`config.mk`:
```
export PLATFORM = sky130hd
export DESIGN_NAME = ldgrp_exec
export DESIGN_NICKNAME = d
export VERILOG_FILES = /design/src/rtl/ldgrp_pkg.sv /design/src/rtl/ldgrp_decode.sv /design/src/rtl/ldgrp_pairs.sv /design/src/rtl/ldgrp_exec.sv
export SDC_FILE = /design/constraint.sdc
export NUM_CORES = 1
export LEC_CHECK = 0
export ABC_CLOCK_PERIOD_IN_PS = 3000
export BUFFER_PORTS_ARGS = -buffer_cell sky130_fd_sc_hd__buf_4
export CAP_MARGIN = 40
export CORE_MARGIN = 5
export CORE_UTILIZATION = 40
export CTS_BUF_LIST = sky130_fd_sc_hd__clkbuf_4 sky130_fd_sc_hd__clkbuf_8
export CTS_CLUSTER_DIAMETER = 200
export DETAILED_ROUTE_END_ITERATION = 10
export PLACE_DENSITY = 0.7
export SYNTH_ARGS = -nofsm -noshare
export SYNTH_HDL_FRONTEND = slang
export SYNTH_SLANG_ARGS = --single-unit
```
`constraint.sdc`:
```
create_clock -name clk -period 3 [get_ports clk]
set_input_delay 0.15 -clock clk [delete_from_list [all_inputs] [get_ports clk]]
set_output_delay 0.15 -clock clk [all_outputs]
set_load 0.02 [all_outputs]
```
`src/rtl/ldgrp_pkg.sv`:
```
package ldgrp_pkg;
  typedef enum logic [1:0] {
    ST_OPC,
    ST_LO,
    ST_HI
  } seq_t;

  typedef enum logic [2:0] {
    K_IMM,
    K_STINC,
    K_STDEC,
    K_HL2SP,
    K_BAD
  } kind_t;

  localparam int PAIR_BC = 0;
  localparam int PAIR_DE = 1;
  localparam int PAIR_HL = 2;
  localparam int PAIR_SP = 3;
  localparam int NUM_PAIRS = 4;
endpackage

```
`src/rtl/ldgrp_decode.sv`:
```
module ldgrp_decode
  import ldgrp_pkg::*;
#(
  parameter int DW = 8
) (
  input  logic [DW-1:0] opc,
  output kind_t         kind,
  output logic [1:0]    sel
);
  always_comb begin
    sel  = opc[5:4];
    kind = K_BAD;
    if (opc[7:6] == 2'b00 && opc[3:0] == 4'h1) kind = K_IMM;
    else if (opc == DW'(8'h22))                kind = K_STINC;
    else if (opc == DW'(8'h32))                kind = K_STDEC;
    else if (opc == DW'(8'hF9))                kind = K_HL2SP;
  end
endmodule

```
`src/rtl/ldgrp_pairs.sv`:
```
module ldgrp_pairs #(
  parameter  int PW = 16,
  parameter  int NP = 4,
  localparam int SW = $clog2(NP)
) (
  input  logic          clk,
  input  logic          rst,
  input  logic          wr_en,
  input  logic [SW-1:0] wr_sel,
  input  logic [PW-1:0] wr_data,
  output logic [PW-1:0] rd [NP]
);
  logic [PW-1:0] q [NP];

  for (genvar g = 0; g < NP; g++) begin : g_pair
    always_ff @(posedge clk) begin
      if (rst)                                q[g] <= '0;
      else if (wr_en && wr_sel == SW'(g))     q[g] <= wr_data;
    end
    assign rd[g] = q[g];

    // a pair not addressed by the write port keeps its value
    p_hold_r9: assert property (@(posedge clk) disable iff (rst)
      !(wr_en && wr_sel == SW'(g)) |=> $stable(q[g]));
  end
endmodule

```
`src/rtl/ldgrp_exec.sv`:
```
module ldgrp_exec
  import ldgrp_pkg::*;
#(
  parameter  int DW = 8,
  localparam int PW = 2 * DW,
  localparam int SW = $clog2(NUM_PAIRS)
) (
  input  logic          clk,
  input  logic          rst,
  input  logic          fetch_valid,
  input  logic [DW-1:0] fetch_byte,
  input  logic [DW-1:0] acc_val,
  output logic          mem_we,
  output logic [PW-1:0] mem_addr,
  output logic [DW-1:0] mem_wdata,
  output logic          done,
  output logic          illegal,
  output logic [PW-1:0] bc,
  output logic [PW-1:0] de,
  output logic [PW-1:0] hl,
  output logic [PW-1:0] sp
);
  seq_t          seq_q;
  logic [SW-1:0] tgt_q;
  logic [DW-1:0] lo_q;
  kind_t         kind;
  logic [1:0]    dsel;
  logic          wr_en;
  logic [SW-1:0] wr_sel;
  logic [PW-1:0] wr_data;
  logic [PW-1:0] rd [NUM_PAIRS];

  ldgrp_decode #(.DW(DW)) dec_i (
    .opc  (fetch_byte),
    .kind (kind),
    .sel  (dsel)
  );

  ldgrp_pairs #(.PW(PW), .NP(NUM_PAIRS)) pairs_i (
    .clk     (clk),
    .rst     (rst),
    .wr_en   (wr_en),
    .wr_sel  (wr_sel),
    .wr_data (wr_data),
    .rd      (rd)
  );

  assign bc = rd[PAIR_BC];
  assign de = rd[PAIR_DE];
  assign hl = rd[PAIR_HL];
  assign sp = rd[PAIR_SP];

  always_comb begin
    wr_en   = 1'b0;
    wr_sel  = SW'(PAIR_HL);
    wr_data = hl;
    if (fetch_valid) begin
      if (seq_q == ST_OPC) begin
        unique case (kind)
          K_STINC: begin wr_en = 1'b1; wr_data = hl + PW'(1); end
          K_STDEC: begin wr_en = 1'b1; wr_data = hl - PW'(1); end
          K_HL2SP: begin wr_en = 1'b1; wr_sel = SW'(PAIR_SP); end
          default: ;
        endcase
      end else if (seq_q == ST_HI) begin
        wr_en   = 1'b1;
        wr_sel  = tgt_q;
        wr_data = {fetch_byte, lo_q};
      end
    end
  end

  always_ff @(posedge clk) begin
    if (rst) begin
      seq_q     <= ST_OPC;
      tgt_q     <= '0;
      lo_q      <= '0;
      mem_we    <= 1'b0;
      mem_addr  <= '0;
      mem_wdata <= '0;
      done      <= 1'b0;
      illegal   <= 1'b0;
    end else begin
      mem_we  <= 1'b0;
      done    <= 1'b0;
      illegal <= 1'b0;
      if (fetch_valid) begin
        unique case (seq_q)
          ST_OPC: begin
            unique case (kind)
              K_IMM: begin
                seq_q <= ST_LO;
                tgt_q <= SW'(dsel);
              end
              K_STINC, K_STDEC: begin
                mem_we    <= 1'b1;
                mem_addr  <= hl;
                mem_wdata <= acc_val;
                done      <= 1'b1;
              end
              K_HL2SP: done    <= 1'b1;
              default: illegal <= 1'b1;
            endcase
          end
          ST_LO: begin
            lo_q  <= fetch_byte;
            seq_q <= ST_HI;
          end
          default: begin
            seq_q <= ST_OPC;
            done  <= 1'b1;
          end
        endcase
      end
    end
  end

  // a store leaves HL one step away from the address it wrote
  p_store_step_r4: assert property (@(posedge clk) disable iff (rst)
    mem_we |-> (hl == mem_addr + PW'(1)) || (hl == mem_addr - PW'(1)));

  // illegal and done never coincide, and illegal issues no write
  p_excl_r7: assert property (@(posedge clk) disable iff (rst)
    illegal |-> !done && !mem_we);

  // an accepted copy opcode leaves SP equal to the previous HL
  p_copy_r6: assert property (@(posedge clk) disable iff (rst)
    (fetch_valid && seq_q == ST_OPC && kind == K_HL2SP) |=> sp == $past(hl));

  // a write strobe always comes with retirement
  p_write_retires_r8: assert property (@(posedge clk) disable iff (rst)
    mem_we |-> done);

  // no retirement while an operand is still owed
  p_no_early_done_r8: assert property (@(posedge clk) disable iff (rst)
    (seq_q != ST_OPC) |-> !done);
endmodule

```
==> results.md, run 1 <==
### Layout
* 785 — final non-filler cell total
* 29.62% — share of cells above drive strength 1
* 31.59% — growth of design area from synthesis to finish
* 53.56% — post-layout utilization of the core
* 667 — Nets
* 1059 — Fillers
* 0 — antenna diode instance count
* 0.006406 mm² — post-route cell area
* buf_4 — leading cell type in the layout, fill and taps excluded
* 163 x buf_4, 76 x nor2_1, 64 x nand2_1, 64 x edfxtp_1, 41 x a21oi_1 — commonest cells after routing, fill and taps aside

### Worst setup path
* edfxtp_1 — cell with the largest stage delay on the worst path
* 1 — Crit path buffers/inverters
* pairs_i.q[2][1]$_SDFFCE_PN0P_ — reg2reg start
* fa_1 > a211oi_1 > o21bai_1 > a41oi_2 > xnor2_1 > a222oi_1 > buf_4 > nor2_1 — cells along the critical path
* 560 ps — largest stage delay on the critical path
* flip-flop — Worst setup EP type
* flip-flop — kind of start point of the critical path
* 2900 ps — arrival time reported for the critical path endpoint
* pairs_i.q[2][1]$_SDFFCE_PN0P_ — Worst Setup SP
* compound AO/OA/AOI/OAI gates — delay-heaviest family, CP
* 3120 ps — WP data required
* reg -> reg — type of the worst setup path
* 6 — critical path fanouts, max

### Clock tree
* 103 — CTS Sinks
* 2 — Bufs on Longest Clock Path
* 100 ps — post-CTS clock slew at the launch and capture registers of the worst setup and hold paths
* clkbuf_8 — CTS root buf
* 9 — CTS buffer count
* yes — clock tree from TritonCTS
* 0 — count of cells resized by post-cts repair
* 380 ps — worst-skew pair later-pin latency
* 3 — total number of H-tree levels

### Logic synthesis
* 64 — number of synthesized flops with an enable pin
* 481 — post-synthesis instance total
* edfxtp_1 — prevailing post-synth register cell
* 18.14% — post-synthesis share of cell area spent on and, or, nand and nor gates
* 39.48% — share of the synthesized area in the top cell type
* 0% — share of async-settable or async-resettable flops after synthesis
* 10.12 µm² — post-synthesis area per instance
* 16.65% — synthesized-area fraction occupied by ao, oa, aoi and oai cells
* 2.056% — proportion of synthesized area in mux cells
* simple AND/OR/NAND/NOR gates — main combinational cell family by area after synthesis
* 4.009% — post-synthesis share of cell area spent on full adders, half adders and majority gates
* 0 — number of synthesis warnings
* 515 — nets in the synthesized netlist
* 103 — post-synthesis sequential element count
* 59 — synth unique cells
* edfxtp_1 39%, dfxtp_1 16%, nor2_1 5.9% — cell types occupying the most area after synthesis
* 1.259% — xor and xnor fraction of the mapped netlist area
* 0.004868 mm² — combined area of all synthesized cells
* edfxtp_1 — cell type with the highest aggregate area in the netlist
* 55.51% — register area share after synthesis

### Global routing
* 0 — residual overflow from global routing
* 0 — number of antenna violations at the first check in global routing
* 4306 — vias in the first global route
* 19.83% — overall global routing resource usage
* 45 — largest net degree at the start of global routing
* 22.47 mm — first-pass GRT wire length

### Timing
* false — RSZ-0062 raised after global routing
* 0.3597 GHz — Max Clock Freq
* 0 — final slew viol count
* 92.68% — period utilization
* 0 — count of endpoints failing hold in the final timing report
* 14.43 ps — worst-case hold slack
* 2780 ps — shortest period the worst path allows
* 9.827 ps — Worst Clk Skew
* 786.5 ps — worst slew pin tran
* 47.56% — worst max-slew margin expressed relative to the limit
* 0 — endpoints failing setup

### Placed design
* 109 — buffers added on ports
* 0.9131 — routability congestion estimate
* 0.006171 mm² — Area after DPL
* 766 — placed cell count
* 10.74 mm — Post-DP HPWL

### Power
* 2081 µW — internal power
* 428.2 mW/mm² — total power density per cell area
* 2743 µW — total power of the final layout
* 661.9 µW — Sw Pwr
* 56.6% — register share of total power
* 0.002731 µW — leak pwr
* 10.0% — combinational group share of total power
* 33.5% — relative contribution of the clock network to total power
* 24.13% — share of total power consumed by net switching
* 281.9 µV — highest ir drop seen on vdd

### Detailed routing
* met4 — max layer used
* 938 µm — Met3 Wirelength
* 5.599 — post-detailed-route via-to-cell ratio
* 14.31 mm — wire length after detailed routing
* 6.232 mm — wire length on met1
* 0 — DRC viols
* 5 — first drt pass iteration count
* 0 — Post-DRT Antenna Nets
* 4395 — detailed-route via count
* 6.513 mm — Met2 Wirelength
* 368 — Detailed Route Iter0 Violations
* 18.23 µm — average wire per standard cell

### Min path
* in -> reg — min-delay worst type
* acc_val[0] — Min-Delay Startpoint

### Run status
* finished clean — status

### Floorplan
* 40 — number of core rows
* 120.3 µm — die extent in x
* 110 — top-level port count
* 40.70% — Starting Density
* 0.01448 mm² — die area
* 120.3 µm — vertical extent of the die
* 0.01196 mm² — Core Area

### Flow run
* 0 — Maximum Capacitance Violations

logic make-up after synthesis:
logic type	count (synthesis)
AO/OA/AOI/OAI	122
XOR/XNOR	7
flip-flops	103
multiplexers	10
buffers and inverters	27
adder cells (fa/ha/maj)	15
AND/OR/NAND/NOR	197
registers in the layout (all words and copies together) (netlist names):
| name | flops |
|---|---|
| mem_wdata | 8 |
| done | 1 |
| mem_addr | 16 |
| lo_q | 8 |
| seq_q | 2 |
| pairs_i.q | 64 |
| tgt_q | 2 |
| illegal | 1 |
| mem_we | 1 |
routing by layer:
layer | up-vias | global-route usage (%)
met5 | - | 0
met4 | 0 | 11.19
met3 | 36 | 4.256
met2 | 187 | 30.84
met1 | 2111 | 25.70
li1 | 2061 | -
worst paths after layout:
path / depth (start not counted) / endpoint / slack [ps]
setup reg to reg: 8 / pairs_i.q[0][10]$_SDFFCE_PN0P_ / 220
hold / removal: 3 / mem_wdata[0]$_SDFFE_PP0P_ / 10
setup / recovery: 8 / pairs_i.q[0][10]$_SDFFCE_PN0P_ / 220
hold reg to reg: 2 / mem_addr[1]$_SDFFE_PP0P_ / 460
stage by stage:
| stage | TNS (ps) | worst slack, ps |
|---|---|---|
| floorplan | 0 | 32.68 |
| global placement | -59.14 | -20.57 |
| detailed placement | -1087 | -90.70 |
| CTS | 0 | 227.3 |
| global route | 0 | 75.09 |
| finish | 0 | 219.6 |
Yosys cell counts, types with 3 or more instances:
library cell and number:
nand3_1 5, nor3_1 8, dfxtp_1 39, nor4_1 5, o211ai_1 3, a222oi_1 3, ha_1 14, a21o_1 9
nor2b_1 8, edfxtp_1 64, a22o_1 3, o21ai_0 15, a22oi_1 3, nand2_1 64, mux2i_1 10, o211a_1 3
nand2b_1 3, clkbuf_1 19, nor2_1 77, a221oi_1 3, or3_1 4, and2_1 5, o21ai_1 3, nand4_1 6
a31oi_1 10, buf_2 4, a211oi_1 7, xnor2_1 5, a21oi_1 41
area by class of cell:
cell class	instances	area, µm²	share of cell area [%]
clock buffer	13	160.2	2.500
clock inverter	3	45.04	0.7031
tap	147	183.9	2.871
timing repair buffer	166	1254	19.57
multi-input combinational	351	2053	32.05
inverter	2	7.507	0.1172
sequential	103	2703	42.19
power by group through the flow:
| stage | Sequential [µW] | Combinational (µW) | Clock, µW |
|---|---|---|---|
| 3_5_place_dp | 1580 | 270 | 0 |
| 5_1_grt | 1560 | 291 | 1000 |
| 2_1_floorplan | 1620 | 85.2 | 0 |
| 3_3_place_gp | 1580 | 265 | 0 |
| 6_report | 1550 | 274 | 918 |
| 4_1_cts | 1550 | 273 | 932 |
worst min-delay path, cell delays in order:
cell	delay, ps
buf_4	110
nand2_1	50
a21oi_1	50
repair_timing:
action                                  CTS  global route
endpoints found under the setup margin    0             0
hold buffers                              3             0
setup buffers                             0             0
hold endpoints to repair                  3             0
No activity file was read; power rests on OpenSTA's default activity.
==> run 2: changes to the inputs <==
RECOVER_POWER = 25   (was unset)
SETUP_SLACK_MARGIN = 0.3   (was unset)
==> results.md, run 2 (same netlist as run 1, synthesis figures left out) <==
### Worst setup path
* reg -> reg — type of the worst setup path
* 5 — critical path fanouts, max
* pairs_i.q[2][5]$_SDFFCE_PN0P_ — Worst Setup SP
* flip-flop — kind of start point of the critical path
* flip-flop — Worst setup EP type
* 2800 ps — arrival time reported for the critical path endpoint
* pairs_i.q[2][5]$_SDFFCE_PN0P_ — reg2reg start
* 3200 ps — WP data required

### Power
* 0.002403 µW — leak pwr
* 26.66% — share of total power consumed by net switching
* 1942 µW — internal power
* 9.6% — combinational group share of total power
* 58.5% — register share of total power
* 31.9% — relative contribution of the clock network to total power
* 435.6 mW/mm² — total power density per cell area
* 705.9 µW — Sw Pwr
* 2648 µW — total power of the final layout
* 269.6 µV — highest ir drop seen on vdd

### Layout
* 654 — Nets
* pairs_i.q — Reg with most FFs
* pairs_i.q: 64 flops, mem_addr: 16 flops — registers with the most flip-flops
* 88 x buf_4, 76 x nor2_1, 64 x nand2_1, 64 x clkbuf_1, 64 x edfxtp_1 — commonest cells after routing, fill and taps aside
* buf_4 — leading cell type in the layout, fill and taps excluded
* 19.04% — share of cells above drive strength 1
* 24.88% — growth of design area from synthesis to finish
* 0 — antenna diode instance count
* 64 — flip-flop count of the largest register after layout

### Timing
* 0.3845 GHz — Max Clock Freq
* true — RSZ-0062 raised after global routing
* 86.70% — period utilization
* 0 — endpoints failing setup
* 743.4 ps — worst slew pin tran
* 0 — final slew viol count
* 0 — count of endpoints failing hold in the final timing report
* 0 ps — setup tns final
* 5.539 ps — Worst Clk Skew
* 50.44% — worst max-slew margin expressed relative to the limit
* 2601 ps — shortest period the worst path allows

### Min path
* in -> reg — min-delay worst type
* acc_val[3] — Min-Delay Startpoint

### Floorplan
* 0.01196 mm² — Core Area
* 120.3 µm — die extent in x
* 40.70% — Starting Density
* 40 — number of core rows
* 0.01448 mm² — die area
* 110 — top-level port count
* 120.3 µm — vertical extent of the die

### Detailed routing
* 18.72 µm — average wire per standard cell
* 14.45 mm — wire length after detailed routing
* 0 — DRC viols
* 5 — first drt pass iteration count
* 5.637 — post-detailed-route via-to-cell ratio
* 0 — Post-DRT Antenna Nets
* 4352 — detailed-route via count
* 407 — Detailed Route Iter0 Violations

### Placed design
* 109 — buffers added on ports
* 0.9479 — routability congestion estimate
* 10.76 mm — Post-DP HPWL

### Global routing
* 22.34 mm — first-pass GRT wire length
* 45 — largest net degree at the start of global routing
* 0 — number of antenna violations at the first check in global routing
* 0 — residual overflow from global routing
* 19.56% — overall global routing resource usage
* 4241 — vias in the first global route

### Clock tree
* 2 — Bufs on Longest Clock Path
* 3 — total number of H-tree levels
* 103 — CTS Sinks
* 9 — CTS buffer count
* yes — clock tree from TritonCTS
* clkbuf_8 — CTS root buf
* 370 ps — worst-skew pair later-pin latency
* 110 ps — post-CTS clock slew at the launch and capture registers of the worst setup and hold paths

### Flow run
* 0 — Maximum Capacitance Violations

### Run status
* finished clean — status

[run 2: worst paths after layout]
check / to / slack, ps / depth (start not counted)
min: mem_wdata[3]$_SDFFE_PP0P_ / 10 / 3
max reg2reg: pairs_i.q[0][15]$_SDFFCE_PN0P_ / 400 / 7
max: pairs_i.q[0][15]$_SDFFCE_PN0P_ / 400 / 7
min reg2reg: mem_addr[15]$_SDFFE_PP0P_ / 460 / 2
[run 2: metrics by stage]
stage / instances / util [%] / setup WS [ps] / instance area, µm² / hold WS, ps
after floorplan: 481 / - / 329.2 / 4891 / 286.0
after global placement: 751 / 50.84 / 120.2 / 6081 / 397.6
after detailed placement: 751 / 50.84 / 57.85 / 6081 / 408.1
after CTS: 768 / 52.55 / 401.0 / 6286 / 0.1852
after global routing: 772 / 50.83 / 272.7 / 6080 / 7.397
final: 772 / 50.83 / 399.1 / 6080 / 12.91
[run 2: layer usage]
metal  track usage [%]  vias to the layer above  wire length [µm]
li1                  -                     2038                 -
met1             24.48                     2084              6075
met2             32.10                      190              6651
met3             5.192                       40              1148
met4             8.215                        0               578
met5                 0                        -                 0
[run 2: area by class of cell]
type	count	area [µm²]
Fill cell	1163	5882
Sequential cell	103	2703
Multi-Input combinational cell	351	2085
Timing Repair Buffer	153	910.9
Tap cell	147	183.9
Clock buffer	9	123.9
Clock inverter	7	66.31
Inverter	2	7.507
[run 2: worst max-delay path, stage by stage, from the launching register on]
cell	delay [ps]
edfxtp_1	490
ha_1	430
nor3_1	240
nor2_1	150
o211a_1	170
o31a_1	310
or3_1	410
a31oi_1	230
[run 2: power groups by stage]
stage / clock (µW) / combinational (µW) / sequential (µW)
2_1_floorplan: 0 / 85.8 / 1620
3_3_place_gp: 0 / 260 / 1580
3_5_place_dp: 0 / 263 / 1580
4_1_cts: 864 / 265 / 1550
5_1_grt: 909 / 269 / 1550
6_report: 845 / 253 / 1550
[run 2: repair_timing]
item | CTS | global route
cloned | 0 | 0
hold endpoints to repair | 1 | 0
resized for setup | 1 | 1
endpoints found under the setup margin | 3 | 7
hold buffers | 1 | 0
pin swaps | 0 | 2
setup buffers | 0 | 4
==> run 3: changes to the inputs <==
ABC_AREA = 1   (was unset)
ABC_CLOCK_PERIOD_IN_PS = 2860   (was 3000)
HOLD_SLACK_MARGIN = 0.12   (was unset)
PLACE_DENSITY = 0.68   (was 0.7)
clock period = 2.86 ns   (was 3 ns; I/O delays follow)
==> results.md, run 3 <==
### Run status
* finished clean — status

### Detailed routing
* 5.233 — post-detailed-route via-to-cell ratio
* 400 — Detailed Route Iter0 Violations
* 6.603 mm — wire length on met1
* met5 — max layer used
* 17.73 µm — average wire per standard cell
* 1.189 mm — Met3 Wirelength
* 5 — first drt pass iteration count
* 7.731 mm — Met2 Wirelength
* 16.22 mm — wire length after detailed routing
* 4788 — detailed-route via count
* 0 — Post-DRT Antenna Nets
* 0 — DRC viols

### Logic synthesis
* 8.539 µm² — post-synthesis area per instance
* 3.810% — post-synthesis share of cell area spent on full adders, half adders and majority gates
* simple AND/OR/NAND/NOR gates — main combinational cell family by area after synthesis
* edfxtp_1 — prevailing post-synth register cell
* 32 — synth unique cells
* 103 — post-synthesis sequential element count
* 634 — nets in the synthesized netlist
* 52.75% — register area share after synthesis
* 600 — post-synthesis instance total
* edfxtp_1 38%, dfxtp_1 15%, nand2_1 8.5% — cell types occupying the most area after synthesis
* 64 — number of synthesized flops with an enable pin
* 37.51% — share of the synthesized area in the top cell type
* 0% — share of async-settable or async-resettable flops after synthesis
* 0.005124 mm² — combined area of all synthesized cells
* nand2_1 — most numerous cell in the Yosys netlist
* 12.28% — synthesized-area fraction occupied by ao, oa, aoi and oai cells
* 23.49% — post-synthesis share of cell area spent on and, or, nand and nor gates
* edfxtp_1 — cell type with the highest aggregate area in the netlist
* 0 — number of synthesis warnings
* 1.026% — xor and xnor fraction of the mapped netlist area
* 116 x nand2_1, 115 x nor2_1, 64 x edfxtp_1 — most common library cells after synthesis
* 0% — proportion of synthesized area in mux cells

### Clock tree
* yes — clock tree from TritonCTS
* 390 ps — worst-skew pair later-pin latency
* 110 ps — post-CTS clock slew at the launch and capture registers of the worst setup and hold paths
* clkbuf_8 — CTS root buf
* 2 — Bufs on Longest Clock Path
* 103 — CTS Sinks
* 9 — CTS buffer count
* 3 — total number of H-tree levels

### Placed design
* 45.35 ps — worst setup slack before clock tree synthesis
* 0.9894 — routability congestion estimate
* 0.006231 mm² — Area after DPL
* 109 — buffers added on ports
* 11.93 mm — Post-DP HPWL

### Worst setup path
* 2660 ps — arrival time reported for the critical path endpoint
* 3100 ps — WP data required
* 440 ps — slack of the worst reg-to-reg path
* ha_1 > nand3_1 > nand3_1 > nand2_1 > nand2_1 > xor2_1 > nor2_1 > o21ai_0 > o21ai_2 > nor2_1 — cells along the critical path
* 10 — worst-case reg-to-reg path depth
* edfxtp_1 — cell with the largest stage delay on the worst path
* 0 — Crit path buffers/inverters
* 540 ps — largest stage delay on the critical path
* reg -> reg — type of the worst setup path
* 5 — critical path fanouts, max
* flip-flop — kind of start point of the critical path
* 10 — critical path depth
* simple AND/OR/NAND/NOR gates — delay-heaviest family, CP
* flip-flop — Worst setup EP type

### Min path
* 3 — Hold Path Depth
* in -> reg — min-delay worst type

### Layout
* 0 — antenna diode instance count
* pairs_i.q — Reg with most FFs
* 24.64% — growth of design area from synthesis to finish
* 64 — flip-flop count of the largest register after layout
* 115 x nand2_1, 114 x nor2_1, 69 x buf_4, 64 x clkbuf_1, 64 x edfxtp_1 — commonest cells after routing, fill and taps aside
* nand2_1 — leading cell type in the layout, fill and taps excluded
* 1213 — Fillers
* 772 — Nets
* pairs_i.q: 64 flops, mem_addr: 16 flops — registers with the most flip-flops
* 0.006386 mm² — post-route cell area
* 14.80% — share of cells above drive strength 1

### Power
* 2138 µW — internal power
* 26.94% — share of total power consumed by net switching
* 55.9% — register share of total power
* 788.2 µW — Sw Pwr
* 0.002768 µW — leak pwr
* 10.4% — combinational group share of total power
* 458.2 mW/mm² — total power density per cell area
* 33.7% — relative contribution of the clock network to total power
* 325.2 µV — highest ir drop seen on vdd
* 2926 µW — total power of the final layout

### Floorplan
* 123.2 µm — vertical extent of the die
* 123.2 µm — die extent in x
* 40.77% — Starting Density
* 0.01257 mm² — Core Area
* 110 — top-level port count
* 0.01517 mm² — die area
* 41 — number of core rows

### Timing
* false — RSZ-0062 raised after global routing
* 0 — count of endpoints failing hold in the final timing report
* 0 ps — setup tns final
* 60.12% — worst max-slew margin expressed relative to the limit
* 597.4 ps — worst slew pin tran
* 150.7 ps — worst-case hold slack
* 0.4129 GHz — Max Clock Freq
* 0 — final slew viol count
* 10.86 ps — Worst Clk Skew
* 84.68% — period utilization
* 0 — endpoints failing setup
* 2422 ps — shortest period the worst path allows
* 438.2 ps — post-route setup slack

### Global routing
* 21.81% — overall global routing resource usage
* 0 — residual overflow from global routing
* 1 — number of antenna violations at the first check in global routing
* 35 — largest net degree at the start of global routing
* 4770 — vias in the first global route
* 25.28 mm — first-pass GRT wire length

### Flow run
* 0 — Maximum Capacitance Violations

run 3: changes by cell type after synthesis, moves of 10 or more:
cell and change:
inv_1 +50, a31oi_1 -10, a221oi_1 +11, mux2i_1 -10, nand2_1 +52, nand3_1 +27, o21ai_0 +35, nor2_1 +38
run 3: final timing paths:
kind,from,endpoint
min,fetch_byte[7],lo_q[7]$_SDFFE_PP0P_
min reg2reg,mem_addr[0]$_SDFFE_PP0P_,mem_addr[0]$_SDFFE_PP0P_
max,pairs_i.q[2][2]$_SDFFCE_PN0P_,pairs_i.q[3][7]$_SDFFCE_PN0P_
max reg2reg,pairs_i.q[2][2]$_SDFFCE_PN0P_,pairs_i.q[3][7]$_SDFFCE_PN0P_
run 3: routing by layer:
metal  global-route usage, %  up-vias
li1                        -     2288
met1                   27.73     2223
met2                   35.41      215
met3                   5.306       60
met4                   9.481        2
met5                       0        -
run 3: cells by family after synthesis:
family                   count (synthesis)
flip-flops                             103
adder cells (fa/ha/maj)                 15
AND/OR/NAND/NOR                        283
XOR/XNOR                                 6
buffers and inverters                   82
AO/OA/AOI/OAI                          111
run 3: per-stage QoR:
stage                     util [%]  cells
final                        50.81    915
after global routing         50.81    915
after CTS                    52.54    914
after detailed placement     49.58    882
after global placement       49.58    882
after floorplan                  -    600
run 3: final cells by class:
cell class                 count  area, µm²  area share [%]
clock inverter                 7      88.84           1.391
timing repair buffer         150      938.4           14.69
multi-input combinational    415       2096           32.82
inverter                      59      221.5           3.468
sequential                   103       2703           42.32
tap                          172      215.2           3.370
clock buffer                   9      123.9           1.940
run 3: worst min-delay path, delay by kind of cell:
family,cells,cell delay [ps]
simple gates,1,110
compound gates,1,140
buf+inv,1,110
run 3: power groups by stage:
stage                     clock network (µW)  registers, µW  logic (µW)
after global placement                     0           1670         296
after CTS                                997           1640         318
after detailed placement                   0           1670         299
after global routing                    1060           1640         330
after floorplan                            0           1700         113
final                                    986           1630         306
run 3: what timing repair did:
item,CTS,global route
buffers inserted,0,1
endpoints found under the setup margin,0,22
hold buffers,16,0
endpoints found under the hold margin,22,0
gates resized for setup,0,6
